<file path="src/rtl/irq_cascade_pkg.sv">
package irq_cascade_pkg;
    localparam int ADDR_W = 3;

    typedef enum logic [ADDR_W-1:0] {
        OFS_STAT0  = 3'd0,
        OFS_MASK0  = 3'd1,
        OFS_STAT1  = 3'd2,
        OFS_MASK1  = 3'd3,
        OFS_MSTAT  = 3'd4,
        OFS_MMASK0 = 3'd5,
        OFS_MMASK1 = 3'd6,
        OFS_NONE   = 3'd7
    } reg_ofs_e;
endpackage

</file>
<file path="src/rtl/irq_sync.sv">
module irq_sync #(
    parameter int W = 8
) (
    input  logic         clk,
    input  logic         rst_n,
    input  logic [W-1:0] d,
    output logic [W-1:0] q
);
    logic [W-1:0] meta;

    always_ff @(posedge clk or negedge rst_n) begin
        if (!rst_n) begin
            meta <= '0;
            q    <= '0;
        end else begin
            meta <= d;
            q    <= meta;
        end
    end
endmodule

</file>
<file path="src/rtl/irq_prio_enc.sv">
module irq_prio_enc #(
    parameter int W  = 8,
    parameter int IW = $clog2(W)
) (
    input  logic [W-1:0]  vec,
    output logic          any,
    output logic [IW-1:0] idx
);
    always_comb begin
        any = |vec;
        idx = '0;
        for (int i = 0; i < W; i++) begin
            if (vec[i]) idx = IW'(i);
        end
    end
endmodule

</file>
<file path="src/rtl/irq_mask_regs.sv">
module irq_mask_regs
    import irq_cascade_pkg::*;
#(
    parameter int W = 8
) (
    input  logic              clk,
    input  logic              rst_n,
    input  logic              wr_en,
    input  logic [ADDR_W-1:0] addr,
    input  logic [W-1:0]      wr_data,
    output logic [1:0][W-1:0] grp_mask,
    output logic [1:0][W-1:0] map_mask
);
    always_ff @(posedge clk or negedge rst_n) begin
        if (!rst_n) begin
            grp_mask <= '0;
            map_mask <= '0;
        end else if (wr_en) begin
            case (reg_ofs_e'(addr))
                OFS_MASK0:  grp_mask[0] <= wr_data;
                OFS_MASK1:  grp_mask[1] <= wr_data;
                OFS_MMASK0: map_mask[0] <= wr_data;
                OFS_MMASK1: map_mask[1] <= wr_data;
                default:    ;
            endcase
        end
    end
endmodule

</file>
<file path="src/rtl/irq_group.sv">
module irq_group #(
    parameter int W        = 8,
    parameter int IW       = $clog2(W),
    parameter int CASC_BIT = 3,
    parameter bit GRP_ID   = 1'b0,
    localparam int CW      = IW + 2
) (
    input  logic          clk,
    input  logic          rst_n,
    input  logic [W-1:0]  raw_stat,
    input  logic [W-1:0]  casc_vec,
    input  logic [W-1:0]  mask,
    output logic [W-1:0]  stat,
    output logic          irq,
    output logic          valid,
    output logic [CW-1:0] code
);
    logic [W-1:0]  pend;
    logic          p_any, m_any;
    logic [IW-1:0] p_idx, m_idx;
    logic [CW-1:0] code_d;

    always_comb begin
        stat           = raw_stat;
        stat[CASC_BIT] = |casc_vec;
    end

    assign pend = stat & mask;

    irq_prio_enc #(.W(W), .IW(IW)) u_prim (.vec(pend),     .any(p_any), .idx(p_idx));
    irq_prio_enc #(.W(W), .IW(IW)) u_map  (.vec(casc_vec), .any(m_any), .idx(m_idx));

    always_comb begin
        if (pend[CASC_BIT])
            code_d = {1'b1, GRP_ID, m_idx};
        else if (p_any)
            code_d = {1'b0, GRP_ID, p_idx};
        else
            code_d = '0;
    end

    always_ff @(posedge clk or negedge rst_n) begin
        if (!rst_n) begin
            irq   <= 1'b0;
            valid <= 1'b0;
            code  <= '0;
        end else begin
            irq   <= p_any;
            valid <= p_any;
            code  <= code_d;
        end
    end
endmodule

</file>
<file path="src/rtl/irq_cascade_ctrl.sv">
module irq_cascade_ctrl
    import irq_cascade_pkg::*;
#(
    parameter int W        = 8,
    parameter int CASC_BIT = 3,
    localparam int IW      = $clog2(W),
    localparam int CW      = IW + 2
) (
    input  logic              clk,
    input  logic              rst_n,
    input  logic [W-1:0]      src_g0,
    input  logic [W-1:0]      src_g1,
    input  logic [W-1:0]      src_map,
    input  logic              wr_en,
    input  logic [ADDR_W-1:0] addr,
    input  logic [W-1:0]      wr_data,
    output logic [W-1:0]      rd_data,
    output logic              irq_g0,
    output logic              irq_g1,
    output logic              valid_g0,
    output logic [CW-1:0]     code_g0,
    output logic              valid_g1,
    output logic [CW-1:0]     code_g1
);
    logic [3*W-1:0]    sync_q;
    logic [W-1:0]      map_stat;
    logic [1:0][W-1:0] raw_arr;
    logic [1:0][W-1:0] stat_arr;
    logic [1:0][W-1:0] mask_arr;
    logic [1:0][W-1:0] mmask_arr;
    logic [1:0]        irq_arr, valid_arr;
    logic [1:0][CW-1:0] code_arr;

    irq_sync #(.W(3*W)) u_sync (
        .clk(clk), .rst_n(rst_n),
        .d({src_map, src_g1, src_g0}),
        .q(sync_q)
    );

    assign raw_arr[0] = sync_q[W-1:0];
    assign raw_arr[1] = sync_q[2*W-1:W];
    assign map_stat   = sync_q[3*W-1:2*W];

    irq_mask_regs #(.W(W)) u_regs (
        .clk(clk), .rst_n(rst_n),
        .wr_en(wr_en), .addr(addr), .wr_data(wr_data),
        .grp_mask(mask_arr), .map_mask(mmask_arr)
    );

    for (genvar g = 0; g < 2; g++) begin : g_grp
        irq_group #(.W(W), .IW(IW), .CASC_BIT(CASC_BIT), .GRP_ID(g[0])) u_grp (
            .clk(clk), .rst_n(rst_n),
            .raw_stat(raw_arr[g]),
            .casc_vec(map_stat & mmask_arr[g]),
            .mask(mask_arr[g]),
            .stat(stat_arr[g]),
            .irq(irq_arr[g]),
            .valid(valid_arr[g]),
            .code(code_arr[g])
        );
    end

    assign irq_g0   = irq_arr[0];
    assign irq_g1   = irq_arr[1];
    assign valid_g0 = valid_arr[0];
    assign valid_g1 = valid_arr[1];
    assign code_g0  = code_arr[0];
    assign code_g1  = code_arr[1];

    always_comb begin
        case (reg_ofs_e'(addr))
            OFS_STAT0:  rd_data = stat_arr[0];
            OFS_MASK0:  rd_data = mask_arr[0];
            OFS_STAT1:  rd_data = stat_arr[1];
            OFS_MASK1:  rd_data = mask_arr[1];
            OFS_MSTAT:  rd_data = map_stat;
            OFS_MMASK0: rd_data = mmask_arr[0];
            OFS_MMASK1: rd_data = mmask_arr[1];
            default:    rd_data = '0;
        endcase
    end
endmodule

</file>
<file path="config.mk">
export PLATFORM = sky130hd
export DESIGN_NAME = irq_cascade_ctrl
export DESIGN_NICKNAME = d
export VERILOG_FILES = /design/src/rtl/irq_cascade_pkg.sv /design/src/rtl/irq_sync.sv /design/src/rtl/irq_prio_enc.sv /design/src/rtl/irq_mask_regs.sv /design/src/rtl/irq_group.sv /design/src/rtl/irq_cascade_ctrl.sv
export SDC_FILE = /design/constraint.sdc
export NUM_CORES = 1
export LEC_CHECK = 0
export ABC_CLOCK_PERIOD_IN_PS = 5000
export BUFFER_PORTS_ARGS = -buffer_cell sky130_fd_sc_hd__buf_2
export CELL_PAD_IN_SITES_DETAIL_PLACEMENT = 2
export CELL_PAD_IN_SITES_GLOBAL_PLACEMENT = 2
export CORE_UTILIZATION = 41
export CTS_CLUSTER_DIAMETER = 50
export DETAILED_ROUTE_END_ITERATION = 8
export PLACE_DENSITY = 0.82
export SLEW_MARGIN = 10
export SYNTH_ARGS = -nofsm -noshare
export SYNTH_HDL_FRONTEND = slang
export SYNTH_HIERARCHICAL = 1
export SYNTH_SLANG_ARGS = --single-unit
</file>
<file path="constraint.sdc">
create_clock -name clk -period 5 [get_ports clk]
set_clock_uncertainty 0.2 [all_clocks]
set_input_delay 0.5 -clock clk [delete_from_list [all_inputs] [get_ports clk]]
set_output_delay 0.5 -clock clk [all_outputs]
set_load 0.01 [all_outputs]
</file>
==> results.py <==
metrics = {
    "timing": {
        "slew_violations": 0,
        "max_freq_mhz": 367,
        "maxSlewHeadroom": 0.516,
        "period_needed_ns": 2.73,
        "tns_ns": 0,
        "fin_crit_sh": 0.545,
        "rsz0062_at_grt": "no",
        "setup_violations": 0,
        "final.setup.worst_slack_ns": 2.27,
        "worst_pin_slew_ns": 0.725,
        "timing_hold_violations_final": 0,
    },
    "routing": {
        "m1WireLength_um": 4130,
        "drtAntennaViolNets": 0,
        "drc": 0,
        "wl_met2_um": 4770,
        "wl_met3_um": 222,
        "vias": 2457,
        "drt-initial-drc-count": 37,
        "firstDrtPassIters": 4,
        "vias_per_cell": 5.05,
        "wl_per_cell_um": 19.0,
        "routed_wl_um": 9230,
        "top_layer": "met4",
    },
    "cells_and_area": {
        "nNetsFinal": 391,
        "area_delta_synth_final_pct": 12.1,
        "fin_util": 0.476,
        "n_antenna_cell": 0,
        "nFillCells": 966,
        "drive_gt1_frac": 0.374,
        "final_cells": 487,
    },
    "clock_network": {
        "cts_tree": "yes",
        "post_cts_buffers": 0,
        "root_buffer": "clkbuf_8",
        "clk_pin_slew_ns": 0.10,
        "cts.htree.levels": 3,
        "clkLatencyLatePin_ns": 0.37,
        "cts_sinks": 87,
        "holdBufCountCts": 1,
        "cts_buffers": 9,
        "clockBufferDepth": 2,
        "cts.repair.resized": 0,
    },
    "worst_setup_path": {
        "start_kind": "flip-flop",
        "worstPathCellList": "and2_1 -> nor4_2 -> nand2_1 -> mux2i_1 -> o21a_1 -> o221ai_1 -> buf_2",
        "end_kind": "primary output",
        "critPathKind": "reg -> out",
        "cp_max_fo": 4,
        "crit_required_ns": 4.30,
        "arrival_ns": 2.03,
        "crit_path_top_delay_cell": "dfrtp_1",
        "slowest_delay_ns": 0.41,
        "critPathTopFamily": "simple AND/OR/NAND/NOR gates",
        "path_buf_inv": 1,
    },
    "global_route": {
        "grt_max_degree": 56,
        "overflow": 0,
        "track_usage": 0.206,
        "grt_pass1_wl_um": 14900,
        "antenna_found_initial": 0,
        "first_global_vias": 2704,
    },
    "die": {
        "die_w_um": 99.8,
        "rows": 35,
        "core_um2": 9240,
        "boundaryPins": 60,
        "start_util": 0.424,
        "die_area_um2": 9960,
        "die_h_um": 99.8,
    },
    "power_and_ir_drop": {
        "vdd_drop_max_mv": 0.146,
        "p_per_area_nw_per_um2": 410,
        "leakage_nw": 2.03,
    },
    "logic_synthesis": {
        "yosys_warnings": 6,
        "synthCells": 309,
        "syn_area_per_cell_um2": 12.7,
        "synth.net_count": 347,
        "syn_area_um2": 3920,
    },
    "placement": {
        "gp_congestion": 0.767,
        "dpl.cell_count": 470,
        "place_ws_ns": 2.30,
        "io_buffers": 56,
        "dpl.hpwl_um": 6610,
    },
    "job": {
        "max_cap_viol_count": 0,
    },
    "run_status": {
        "status": "finished, final reports clean",
    },
    "worst_hold_path": {
        "hp-class": "in -> reg",
    },
}
==> layout by cell type (no fill, tap or decap), types with 2 or more instances in the layout <==
master / n
inv_6: 3
dfrtp_1: 87
inv_2: 4
nand4b_2: 3
nand2b_1: 3
a21oi_2: 4
buf_2: 55
nand4_1: 2
a21bo_2: 2
nand3b_1: 2
buf_4: 2
o21a_1: 7
nand2_1: 18
o31ai_1: 4
and2_1: 30
o221ai_1: 7
inv_1: 12
o31ai_2: 4
a21oi_1: 5
mux2_4: 8
clkbuf_8: 9
nor4_2: 4
nor2_1: 14
mux2_2: 32
nand3_1: 6
mux2i_1: 20
==> sequential cells by signal (all words and copies together), names as in the netlist <==
register and count:
u_sync/meta 22, u_sync/q 22, u_regs/grp_mask 16, u_regs/map_mask 16, g_grp.u_grp/code 9, g_grp.u_grp/valid 2
==> layout make-up <==
cell class | instances | area [um^2] | area share
well taps | 129 | 161 | 0.0367
clock inverters | 6 | 75.1 | 0.0171
inverters | 16 | 60.1 | 0.0137
multi-input cells | 181 | 1490 | 0.340
repair buffers | 58 | 300 | 0.0683
flip-flops and latches | 87 | 2180 | 0.495
clock buffers | 10 | 128 | 0.0290
==> path summary, 6_finish.rpt <==
path	depth (start not counted)	start	end	slack [ns]
min in group asynchronous	2	rst_n	g_grp[1].u_grp/code[4]$_DFF_PN0_	0.42
max in group asynchronous	3	rst_n	u_regs/grp_mask[13]$_DFFE_PN0P_	3.13
setup reg to reg	8	u_sync/q[21]$_DFF_PN0_	g_grp[1].u_grp/code[1]$_DFF_PN0_	2.77
hold reg to reg	0	u_sync/meta[18]$_DFF_PN0_	u_sync/q[18]$_DFF_PN0_	0.15
hold / removal	1	src_g0[4]	u_sync/meta[4]$_DFF_PN0_	0.03
setup / recovery	7	u_sync/q[21]$_DFF_PN0_	rd_data[3]	2.27
==> routing by layer <==
layer | vias to the layer above | global-route usage
met2 | 40 | 0.354
met1 | 1269 | 0.265
li1 | 1137 | -
met4 | 0 | 0.0645
met5 | - | 0
met3 | 11 | 0.0376
==> worst reg2reg max path: stages, from the launching register on <==
cell	delay, ns
dfrtp_1	0.41
and2_1	0.24
nor4_2	0.34
a21bo_2	0.27
inv_1	0.10
nor2_1	0.16
nand4_1	0.21
nand2_1	0.12
mux2i_1	0.08
==> power by group <==
group          leakage (nW)  internal [mW]  switching (mW)
Sequential             1.02          0.809          0.0576
Combinational         0.909          0.199           0.224
Clock                0.0998          0.240           0.274
Total                  2.03           1.25           0.556
==> stage by stage <==
stage / power [mW] / instance area [um^2] / hold WS (ns)
final: 1.80 / 4400 / 0.0298
after global routing: 1.90 / 4400 / 0.00478
after CTS: 1.83 / 4400 / 0.00912
after detailed placement: 1.31 / 4180 / 0.136
after global placement: 1.28 / 4180 / 0.132
after floorplan: 1.16 / 3920 / 0.00441
(Power assumes the default switching activity.)
